===== config.mk =====
export PLATFORM = sky130hd
export DESIGN_NAME = store_load_overlap
export DESIGN_NICKNAME = d
export VERILOG_FILES = /design/src/rtl/sld_pkg.sv /design/src/rtl/sld_fill_ctrl.sv /design/src/rtl/sld_slot.sv /design/src/rtl/store_load_overlap.sv
export SDC_FILE = /design/constraint.sdc
export NUM_CORES = 1
export LEC_CHECK = 0
export BUFFER_PORTS_ARGS = -buffer_cell sky130_fd_sc_hd__clkbuf_2
export CORE_AREA = 2 2 249 251
export DETAILED_ROUTE_END_ITERATION = 16
export DIE_AREA = 0 0 251 253
export PLACE_DENSITY_LB_ADDON = 0.15
export SETUP_SLACK_MARGIN = 0.1
export SYNTH_ARGS = -nofsm -noshare
export SYNTH_HDL_FRONTEND = slang
export SYNTH_SLANG_ARGS = --single-unit

===== constraint.sdc =====
create_clock -name clk_i -period 5.7 [get_ports clk_i]
set_input_delay 0.57 -clock clk_i [delete_from_list [all_inputs] [get_ports clk_i]]
set_output_delay 0.57 -clock clk_i [all_outputs]
set_load 0.01 [all_outputs]

===== src/rtl/sld_pkg.sv =====
package sld_pkg;
  localparam int BASE_W = 16;
  localparam int OFS_W  = 32;
  localparam int SIZE_W = 8;
  localparam int CMP_W  = OFS_W + 2;

  typedef struct packed {
    logic [BASE_W-1:0]        base;
    logic signed [OFS_W-1:0]  ofs;
    logic [SIZE_W-1:0]        size;
  } acc_t;
endpackage


===== src/rtl/sld_fill_ctrl.sv =====
module sld_fill_ctrl #(
  parameter int N_SLOTS = 4,
  localparam int CNT_W = $clog2(N_SLOTS + 1)
) (
  input  logic               clk_i,
  input  logic               rst_ni,
  input  logic               commit_i,
  input  logic               clear_i,
  output logic [N_SLOTS-1:0] wr_en_o,
  output logic [N_SLOTS-1:0] valid_o
);
  logic [CNT_W-1:0] cnt_q, cnt_d;
  logic             full;

  assign full = (cnt_q == CNT_W'(N_SLOTS));

  always_comb begin
    cnt_d = cnt_q;
    if (clear_i)              cnt_d = '0;
    else if (commit_i && !full) cnt_d = cnt_q + 1'b1;
  end

  always_ff @(posedge clk_i or negedge rst_ni) begin
    if (!rst_ni) cnt_q <= '0;
    else         cnt_q <= cnt_d;
  end

  for (genvar i = 0; i < N_SLOTS; i++) begin : g_slot_ctl
    assign wr_en_o[i] = commit_i && !clear_i && (cnt_q == CNT_W'(i));
    assign valid_o[i] = (cnt_q > CNT_W'(i));
  end

  assert_clear_R8: assert property (@(posedge clk_i) disable iff (!rst_ni)
    clear_i |=> (valid_o == '0));
  assert_clear_wins_R9: assert property (@(posedge clk_i) disable iff (!rst_ni)
    (clear_i && commit_i) |=> (cnt_q == '0));
  assert_cap_R7: assert property (@(posedge clk_i) disable iff (!rst_ni)
    cnt_q <= CNT_W'(N_SLOTS));
  assert_full_hold_R7: assert property (@(posedge clk_i) disable iff (!rst_ni)
    (full && !clear_i) |=> full);
  assert_one_wr_R7: assert property (@(posedge clk_i) disable iff (!rst_ni)
    $onehot0(wr_en_o));
  assert_grow_R10: assert property (@(posedge clk_i) disable iff (!rst_ni)
    (commit_i && !clear_i && !full) |=> ($countones(valid_o) == $countones($past(valid_o)) + 1));
endmodule


===== src/rtl/sld_slot.sv =====
module sld_slot
  import sld_pkg::*;
(
  input  logic clk_i,
  input  logic rst_ni,
  input  logic wr_en_i,
  input  acc_t wr_acc_i,
  input  logic valid_i,
  input  acc_t ld_acc_i,
  output logic hit_o
);
  acc_t st_q;
  logic signed [CMP_W-1:0] st_lo, st_hi, ld_lo, ld_hi;
  logic                    ovl;

  always_ff @(posedge clk_i or negedge rst_ni) begin
    if (!rst_ni)      st_q <= '0;
    else if (wr_en_i) st_q <= wr_acc_i;
  end

  // widen before adding so the end address cannot wrap
  assign st_lo = CMP_W'(st_q.ofs);
  assign ld_lo = CMP_W'(ld_acc_i.ofs);
  assign st_hi = st_lo + $signed({{(CMP_W-SIZE_W){1'b0}}, st_q.size});
  assign ld_hi = ld_lo + $signed({{(CMP_W-SIZE_W){1'b0}}, ld_acc_i.size});

  always_comb begin
    if (st_lo == ld_lo)     ovl = 1'b1;
    else if (st_lo < ld_lo) ovl = (st_hi > ld_lo);
    else                    ovl = (ld_hi > st_lo);
  end

  assign hit_o = valid_i && (st_q.base == ld_acc_i.base) && ovl;

  assert_slot_hold_R7: assert property (@(posedge clk_i) disable iff (!rst_ni)
    !wr_en_i |=> $stable(st_q));
  assert_base_gate_R5: assert property (@(posedge clk_i) disable iff (!rst_ni)
    (st_q.base != ld_acc_i.base) |-> !hit_o);
endmodule


===== src/rtl/store_load_overlap.sv =====
module store_load_overlap
  import sld_pkg::*;
#(
  parameter int N_SLOTS = 4
) (
  input  logic              clk_i,
  input  logic              rst_ni,
  input  logic              st_commit_i,
  input  logic [15:0]       st_base_i,
  input  logic [31:0]       st_ofs_i,
  input  logic [7:0]        st_size_i,
  input  logic              grp_end_i,
  input  logic              ld_valid_i,
  input  logic [15:0]       ld_base_i,
  input  logic [31:0]       ld_ofs_i,
  input  logic [7:0]        ld_size_i,
  output logic              hit_o
);
  logic [N_SLOTS-1:0] wr_en, valid, slot_hit;
  acc_t               st_acc, ld_acc;

  assign st_acc = '{base: st_base_i, ofs: st_ofs_i, size: st_size_i};
  assign ld_acc = '{base: ld_base_i, ofs: ld_ofs_i, size: ld_size_i};

  sld_fill_ctrl #(.N_SLOTS(N_SLOTS)) u_ctrl (
    .clk_i    (clk_i),
    .rst_ni   (rst_ni),
    .commit_i (st_commit_i),
    .clear_i  (grp_end_i),
    .wr_en_o  (wr_en),
    .valid_o  (valid)
  );

  for (genvar i = 0; i < N_SLOTS; i++) begin : g_slot
    sld_slot u_slot (
      .clk_i    (clk_i),
      .rst_ni   (rst_ni),
      .wr_en_i  (wr_en[i]),
      .wr_acc_i (st_acc),
      .valid_i  (valid[i]),
      .ld_acc_i (ld_acc),
      .hit_o    (slot_hit[i])
    );
  end

  assign hit_o = ld_valid_i && (|slot_hit);

  assert_ld_gate_R6: assert property (@(posedge clk_i) disable iff (!rst_ni)
    !ld_valid_i |-> !hit_o);
  assert_empty_R1: assert property (@(posedge clk_i) disable iff (!rst_ni)
    (valid == '0) |-> !hit_o);
  assert_post_clear_R8: assert property (@(posedge clk_i) disable iff (!rst_ni)
    grp_end_i |=> !hit_o);
endmodule


Word-level counts from Yosys, hierarchy flattened
Index checks and enable logic that the tools add are counted.

Register bits after elaboration: 227. Input port bits: 117. Output and inout port bits: 1. Word-level logic and storage cells: 77.

Add/subtract/negate cells: 6. $lt $le $gt $ge: 16. Equality and inequality tests: 12. Multiplexer cells: 10. Reductions and logical operators: 20.

Operators by type and width (number): $gt 33x32->1 (8); $add 32x9->33 (5); $eq 32x32->1 (4); $lt 32x32->1 (4); $eq 16x16->1 (4); $logic_and 1x1->1 (15); $mux 1 (8); $eq 3x2->1 const B (2); $gt 3x1->1 const B (2); $gt 3x2->1 const B (2); $mux 3 (2); $reduce_or 4->1 (1); $add 3x1->3 const B (1); $eq 3x1->1 const B (1); $eq 3x3->1 const B (1); $logic_not 3->1 (1); $logic_not 1->1 (2); $reduce_bool 2->1 (1).

Longest topological paths before layout
Gate-level depths: netlist (run 1).

Depth after elaboration: 7. Mapped depth: 23. Depth with buffers taken out: 22.

Hierarchy
From an unflattened synthesis (run 1), not the netlist that was laid out.

Cells, all modules: 2960. Area total of the unflattened synthesis: 24868.9 µm².

Modules (own cells, without submodules): sld_slot (g_slot[0].u_slot ...) (instances 3, cells an instance 736, area an instance 6167.2 µm², seq. area each 1401.3 µm²); sld_slot (g_slot[1].u_slot) (instances 1, cells an instance 720, area an instance 6090.8 µm², seq. area each 1401.3 µm²); sld_fill_ctrl (instances 1, cells an instance 31, area an instance 265.3 µm², seq. area each 75.1 µm²); store_load_overlap (instances 1, cells an instance 1, area an instance 11.3 µm², seq. area each 0.0 µm²).

Worst setup path after synthesis (run 1)
OpenSTA, ideal clock, no wires.

Kind: input -> output. Start: input ld_ofs_i[1]. End: output hit_o. Arrival: 4.785 ns. Data required time: 5.130 ns. Slack: 0.345 ns. Cell stages on the path: 19. Buffers on the path: 0. Cell sequence: inv_1 > fa_1 > nor2b_1 > o21ai_1 > a21boi_1 > o21ai_1 > a21boi_1 > o21ai_1 > a2111oi_4 > and4_1 > xnor2_1 > ha_1 > nand3_1 > or4_1 > nor4_2 > a311oi_1 > o311ai_1 > o211ai_1 > a221o_1.

Word-level cells in the longest chain between the ends: 7. Elaborated cells between the ends (all ways): 31. Classes of those cells: 1 x add/sub; 12 x order compare; 4 x eq/ne; 8 x mux; 6 x reduce/logical.

RTL lines: start, declared (RTL line store_load_overlap.sv:15) `input logic [31:0] ld_ofs_i,`; $add 32x9->33 (RTL line sld_slot.sv:25) `assign ld_hi = ld_lo + $signed({{(CMP_W-SIZE_W){1'b0}}, ld_acc_i.size});`; $gt 33x32->1 (RTL line sld_slot.sv:30) `else ovl = (ld_hi > st_lo);`; $mux 1 (RTL line sld_slot.sv:29) `else if (st_lo < ld_lo) ovl = (st_hi > ld_lo);`; $mux 1 (RTL line sld_slot.sv:28) `if (st_lo == ld_lo) ovl = 1'b1;`; $logic_and 1x1->1 (RTL line sld_slot.sv:33) `assign hit_o = valid_i && (st_q.base == ld_acc_i.base) && ovl;`; $reduce_or 4->1 (*) (RTL line store_load_overlap.sv:46) `assign hit_o = ld_valid_i && (|slot_hit);`; $logic_and 1x1->1 (*) (RTL line store_load_overlap.sv:46); end, declared (RTL line store_load_overlap.sv:17) `output logic hit_o`.

Every way passes the cells marked *; elsewhere a longest branch is shown, timed or not.

Worst setup path in the final report (run 1)
Start: register g_slot[2].u_slot.st_q[0] (netlist name). End: output hit_o.

Word-level cells in the longest chain between the ends: 7.

RTL lines: start, declared (RTL line sld_slot.sv:12) `acc_t st_q;`; start signal, assigned (RTL line sld_slot.sv:18) `else if (wr_en_i) st_q <= wr_acc_i;`; $add 32x9->33 (RTL line sld_slot.sv:24) `assign st_hi = st_lo + $signed({{(CMP_W-SIZE_W){1'b0}}, st_q.size});`; $gt 33x32->1 (RTL line sld_slot.sv:29); $mux 1 (RTL line sld_slot.sv:29); $mux 1 (RTL line sld_slot.sv:28); $logic_and 1x1->1 (RTL line sld_slot.sv:33); $reduce_or 4->1 (RTL line store_load_overlap.sv:46); $logic_and 1x1->1 (RTL line store_load_overlap.sv:46).

No other way between the ends.

==> qor.yml, run 1 <==
finClkSkew_ps: 30.16
leakagePower_nw: 12.83
grt_max_degree: 148
setup-violations-final: 1
syn_inst: 2446
io_pins: 118
cts_tree: "done"
gp_congestion: 0.9684
ff2ff_path_depth: 4
reg2reg_from: "u_ctrl.cnt_q[2]"
seq_area_frac_synth_pct: 26.12
cp-end-kind: "output pin"
drt_iter0_drc: 1232
synth_edf_count: 0
critPathRequiredTime_ps: 5130
worst-setup-path-type: "register to output pin"
hp-class: "primary input to register"
fp-row-count: 91
cts_max_level: 1
grt_pass1_wl_mm: 127.0
clock_latency_ps: 620
syn_to_final_growth_pct: 24.71
max_slew_margin_pct: 38.62
start_kind: "register"
syn_nets: 3005
hpwl_mm: 70.31
ys_warn_count: 0
clk_pin_slew_worst_paths_ps: 60
cp-endpoint: "hit_o"
finalPower_w: 0.01116
cts_max_path_buffers: 3
dpl_cell_area_um2: 25010
fin_area_um2: 27120
finalHoldViolCount: 0
multi_input_area_um2: 15820
grt_usage_pct: 26.84
cp_top_family: "compound AO/OA/AOI/OAI gates"
dp_cells: 3548
outcome: "complete, but fails checks"
violations: "setup timing"
final-seq-area_um2: 5680
avgSynthCellArea_um2: 8.891
die_area_um2: 63500
rsz0062_at_grt: "yes"
clock-sinks: 227
slew_viol_final: 0
antenna_found_initial: 5
crit_start: "g_slot[2].u_slot.st_q[0]"
core_area_um2: 61030
cts_root_buf: "clkbuf_16"
fin_crit_sh_pct: 108.9
cp_data_arrival_time_ps: 5630
synth_flop_cell: "dfrtp_1"
worstMarginPinSlew_ps: 920.7
final_antenna_net_count: 0
r2r_end: "g_slot[1].u_slot.st_q[7]"
n_fill_cell: 6063
nets: 3377
stdcell_count: 3635
cts_buffers: 31
p_per_area_nw_per_um2: 411.5
route.detailed.drc: 0
grt_pass1_vias: 20170
crit_top_cell: "buf_4"
final_util_pct: 44.44
finalWirelength_mm: 85.30
start_util_pct: 35.63
die_x_um: 251
reg2reg_slack_ps: 3170
place_ws_ps: -879.3
max-vdd-ir-drop_mv: 0.2679
max_stage_delay_ps: 350
cap_violations: 0
viasPerCell: 5.426
dr.pass1.iters: 5
cp.depth: 26
fmax_mhz: 161.2
drive_above_1_share_pct: 24.31
synthArstFlopShare_pct: 100.0
critPathBufInv: 6
die_h_um: 253
grt_overflow_total: 0
period_minus_slack_ps: 6205
worst_path_max_delay_cell: "dfrtp_1"
io_buffers: 117
synth_seq_cells: 227
fin_ws_ps: -504.7
wl_per_cell_um: 23.47
synth.distinct_cells: 70
syn-cell-area_um2: 21750
vias: 19720
crit_fanout: 7
==> cell type report <==
type	count	area share, %
well taps	790	3.645
multi-input cells	1955	58.33
repair buffers	380	9.836
clock buffers	43	3.285
inverters	223	3.087
diodes	2	0.01845
clock inverters	15	0.8535
flip-flops and latches	227	20.95
==> worst reg2reg max path, cell delays in order (launching register included) <==
cell and delay, ps:
dfrtp_1 430, nor3_1 340, and2_4 520, buf_4 600, mux2_2 500
==> where the power goes <==
group	internal (W)	switching, W
clock	0.00132	0.000829
combinational	0.00277	0.00358
sequential	0.00216	0.000506
total	0.00624	0.00491
==> state kept, by name, indices dropped and copies added (netlist names) <==
name	cells
g_slot.u_slot.st_lo	128
u_ctrl.cnt_q	3
g_slot.u_slot.st_q	96
==> cell usage in the layout (no fill, tap or decap), types with 6 or more instances in the layout <==
cell type	netlist	layout
xor2_1	24	24
o21ai_2	1	12
a211oi_1	24	23
nor4_2	1	8
o211ai_1	8	8
nand3_1	69	64
a21boi_2	0	6
ha_1	437	430
a21oi_2	1	13
a21o_1	40	40
o21a_1	14	13
nor3_1	45	36
mux2i_1	9	9
xnor2_1	181	170
o21ai_1	31	22
o21ai_0	151	147
and3_1	21	21
nand2_1	248	246
xnor2_2	0	11
nand4_1	87	87
buf_6	0	10
nor3_4	0	8
nor2_1	99	93
clkbuf_2	0	114
clkbuf_16	0	31
buf_4	0	247
mux2_2	125	125
clkbuf_8	0	7
nor2b_1	17	13
inv_1	221	220
a21oi_1	181	167
dfrtp_1	227	227
nor4_1	26	14
and4_1	11	8
==> synthesized netlist by cell type, drive strengths merged, types with 5 or more instances <==
library cell	count	area share [%]
a31oi	7	0.20
fa	5	0.46
a211oi	25	0.89
nand2	248	4.3
inv	223	3.8
a21boi	9	0.31
o21ai	183	4.2
nand3	69	1.6
nor2	99	1.7
mux2i	9	0.41
and4	11	0.44
and2	9	0.26
nor2b	17	0.49
o21a	14	0.48
mux2	126	6.5
nor4	27	0.81
xor2	24	0.97
or3	5	0.14
xnor2	181	7.3
a2bb2oi	5	0.20
a21oi	182	4.2
or2	5	0.14
a221o	5	0.23
clkbuf	40	0.69
nor3	47	1.1
and3	21	0.60
ha	437	25
dfrtp	227	26
a21o	40	1.4
a221oi	5	0.20
nand4	87	2.5
o211ai	8	0.28
==> routing by layer <==
layer / global-route usage [%] / vias up / wire, um / part of all wire (%)
met4: 11.11 / 2 / 3950 / 4.6
met1: 34.98 / 9544 / 37900 / 44
met2: 44.54 / 494 / 39090 / 46
li1: - / 9530 / - / -
met5: 1.313 / - / 16 / 0.019
met3: 3.731 / 153 / 4338 / 5.1
==> worst min path at each step <==
stage | cells past startpoint | endpoint | from
after floorplan | 0 | g_slot[0].u_slot.st_lo[0] | rst_ni
after global placement | 1 | g_slot[3].u_slot.st_q[5] | g_slot[3].u_slot.st_q[5]
after detailed placement | 1 | g_slot[3].u_slot.st_q[5] | g_slot[3].u_slot.st_q[5]
after CTS | 2 | u_ctrl.cnt_q[2] | grp_end_i
after global routing | 2 | u_ctrl.cnt_q[2] | grp_end_i
final | 2 | u_ctrl.cnt_q[2] | grp_end_i
==> kinds of logic (layout without fill, tap and decap cells) <==
| logic type | Yosys count | count (layout) | synth area share [%] |
|---|---|---|---|
| simple gates | 662 | 662 | 14.70 |
| compound gates | 511 | 511 | 13.81 |
| fa+ha+maj | 442 | 442 | 25.60 |
| buf+inv | 264 | 661 | 4.557 |
| flops | 227 | 227 | 26.12 |
| xor+xnor | 205 | 205 | 8.256 |
| mux | 135 | 135 | 6.956 |
| other cells | 0 | 2 | 0 |
==> through the flow <==
step                      hold WS (ps)  setup TNS, ps
after floorplan                  274.4              0
after global placement           494.0         -857.5
after detailed placement         499.3         -879.3
after CTS                        150.9         -501.5
after global routing             193.6         -736.0
final                            190.0         -504.7
==> what timing repair did <==
item	CTS	global route
endpoints found under the setup margin	1	1
resized for setup	109	56
buffers inserted	15	12
hold buffers	1	0
hold endpoints to repair	37	0
pin swaps	68	63
Power figures use the tool's default switching activity.
==> inputs of run 2 (changes only) <==
- RECOVER_POWER: not set -> 25
==> run 2 against run 1 <==
The flow finishes with violations (capacitance limit, slew limit, setup timing); wire length barely moved; maximum frequency is 0.17% lower; first-iteration DRC count is 9.0% higher; register-to-register slack worse by 1900 ps; design area hardly changed; critical path depth increased by 2; sequential cell count unchanged; critical path type is now primary input to output pin; non-clock buffer count did not move; count of clock-buffer cells in the layout unchanged; via count is 0.10% higher.
==> qor.yml, run 2 (synthesis gave the netlist of run 1 again) <==
die_x_um: 251
start_kind: "primary input"
start_util_pct: 35.63
outcome: "complete, but fails checks"
fin_ws_ps: -515.1
p_per_area_nw_per_um2: 411.8
drt_iter0_drc: 1343
clock-sinks: 227
cts_tree: "done"
final_antenna_net_count: 0
setup-violations-final: 1
vias: 19740
p_clk_share_pct: 19.3
grt_overflow_total: 0
power.internal_w: 0.006249
p_sw_w: 0.004914
wl_per_cell_um: 23.47
fin_crit_sh_pct: 109.0
cts_max_path_buffers: 3
cts_max_level: 1
die_area_um2: 63500
finalWirelength_mm: 85.32
antenna_found_initial: 5
syn_to_final_growth_pct: 24.65
critPathRequiredTime_ps: 5130
clock_latency_ps: 620
die_h_um: 253
period_minus_slack_ps: 6215
leakagePower_nw: 12.82
finalPower_w: 0.01116
grt_max_degree: 148
combinationalPowerShare_pct: 56.8
route.detailed.drc: 0
gp_congestion: 0.9684
cap_violations: 4
final_cell_mix: "ha_1 (430), buf_4 (247), nand2_1 (246), dfrtp_1 (227), inv_1 (220)"
p_sw_share_pct: 44.02
finClkSkew_ps: 32.72
max-vdd-ir-drop_mv: 0.2680
viasPerCell: 5.431
finalHoldViolCount: 0
slew_viol_final: 222
core_area_um2: 61030
grt_pass1_vias: 20170
fmax_mhz: 160.9
cp-end-kind: "output pin"
cts_root_buf: "clkbuf_16"
clk_pin_slew_worst_paths_ps: 60
dr.pass1.iters: 5
hold_slack_ps: 178.0
rsz0062_at_grt: "yes"
final_util_pct: 44.42
drive_above_1_share_pct: 24.16
grt_pass1_wl_mm: 127.0
cp_data_arrival_time_ps: 5650
grt_usage_pct: 26.84
cts_buffers: 31
hpwl_mm: 70.31
largest_reg_flops: 128
final_common_cell: "ha_1"
hp-class: "primary input to register"
worstMarginPinSlew_ps: 4388
worst-setup-path-type: "primary input to output pin"
p_seq_share_pct: 23.9
io_pins: 118
violations: "capacitance limit, slew limit, setup timing"
io_buffers: 117
crit_fanout: 4
fp-row-count: 91
nets: 3377
max_slew_margin_pct: -192.5
## run 2: power by group through the flow
stage	clock network, W	logic, W	registers, W
5_1_grt	0.00225	0.00707	0.00274
6_report	0.00215	0.00634	0.00267
2_1_floorplan	0	0.00372	0.00252
3_5_place_dp	0	0.00590	0.00269
3_3_place_gp	0	0.00581	0.00267
4_1_cts	0.00220	0.00618	0.00266
## run 2: path summary, 6_finish.rpt
path | startpoint | endpoint | slack, ps | depth (start not counted)
max | ld_ofs_i[0] | hit_o | -520 | 28
min | grp_end_i | u_ctrl.cnt_q[2] | 180 | 2
max reg2reg | u_ctrl.cnt_q[0] | g_slot[0].u_slot.st_q[7] | 1310 | 5
min reg2reg | g_slot[3].u_slot.st_q[5] | g_slot[3].u_slot.st_q[5] | 510 | 1
max in group asynchronous | rst_ni | g_slot[0].u_slot.st_lo[16] | 910 | 2
min in group asynchronous | rst_ni | g_slot[3].u_slot.st_lo[4] | 2270 | 2
## run 2: final cells by class
class	instances	area, um2
tap	790	988.4
inverter	223	837.1
clock buffer	43	890.9
timing repair buffer	380	2663
sequential	227	5680
multi-input combinational	1955	15810
fill	6065	33920
antenna	2	5.005
clock inverter	15	231.5
## run 2: worst max-delay path: stages
cell	delay, ps
buf_2	120
ha_4	140
inv_1	50
fa_2	340
nor2b_2	140
o21ai_2	100
a21boi_2	190
o21ai_2	120
a21boi_2	230
o21ai_4	120
a2111oi_4	350
buf_4	200
buf_4	110
buf_4	110
nand2_1	80
xnor2_2	220
buf_4	140
ha_1	220
nand2_1	90
nor2_1	50
a211oi_1	230
o221ai_1	190
a2111oi_1	460
nor2_1	110
mux2_4	300
o21a_1	170
a221o_1	320
buf_2	170
## run 2: timing repair
| item | CTS | global route |
|---|---|---|
| gates cloned | 0 | 0 |
| endpoints found under the setup margin | 1 | 1 |
| pin swaps | 68 | 63 |
| endpoints found under the hold margin | 37 | 0 |
| setup buffers | 15 | 12 |
| hold buffers | 1 | 0 |
| resized for setup | 109 | 56 |
## run 2: per-stage QoR
stage / setup slack, ps / TNS (ps) / std cells / instance area (um2)
5_1_grt: -736.0 / -736.0 / 3635 / 27110
3_3_place_gp: -857.5 / -857.5 / 3548 / 25010
2_1_floorplan: 344.8 / 0 / 2446 / 21750
3_5_place_dp: -879.3 / -879.3 / 3548 / 25010
4_1_cts: -501.5 / -501.5 / 3621 / 26760
6_report: -515.1 / -515.1 / 3635 / 27110
## run 2: metal layers
layer | track usage [%] | part of all wire, %
met1 | 34.98 | 44
met2 | 44.54 | 46
met3 | 3.731 | 5.2
met4 | 11.11 | 4.7
met5 | 1.313 | 0.019
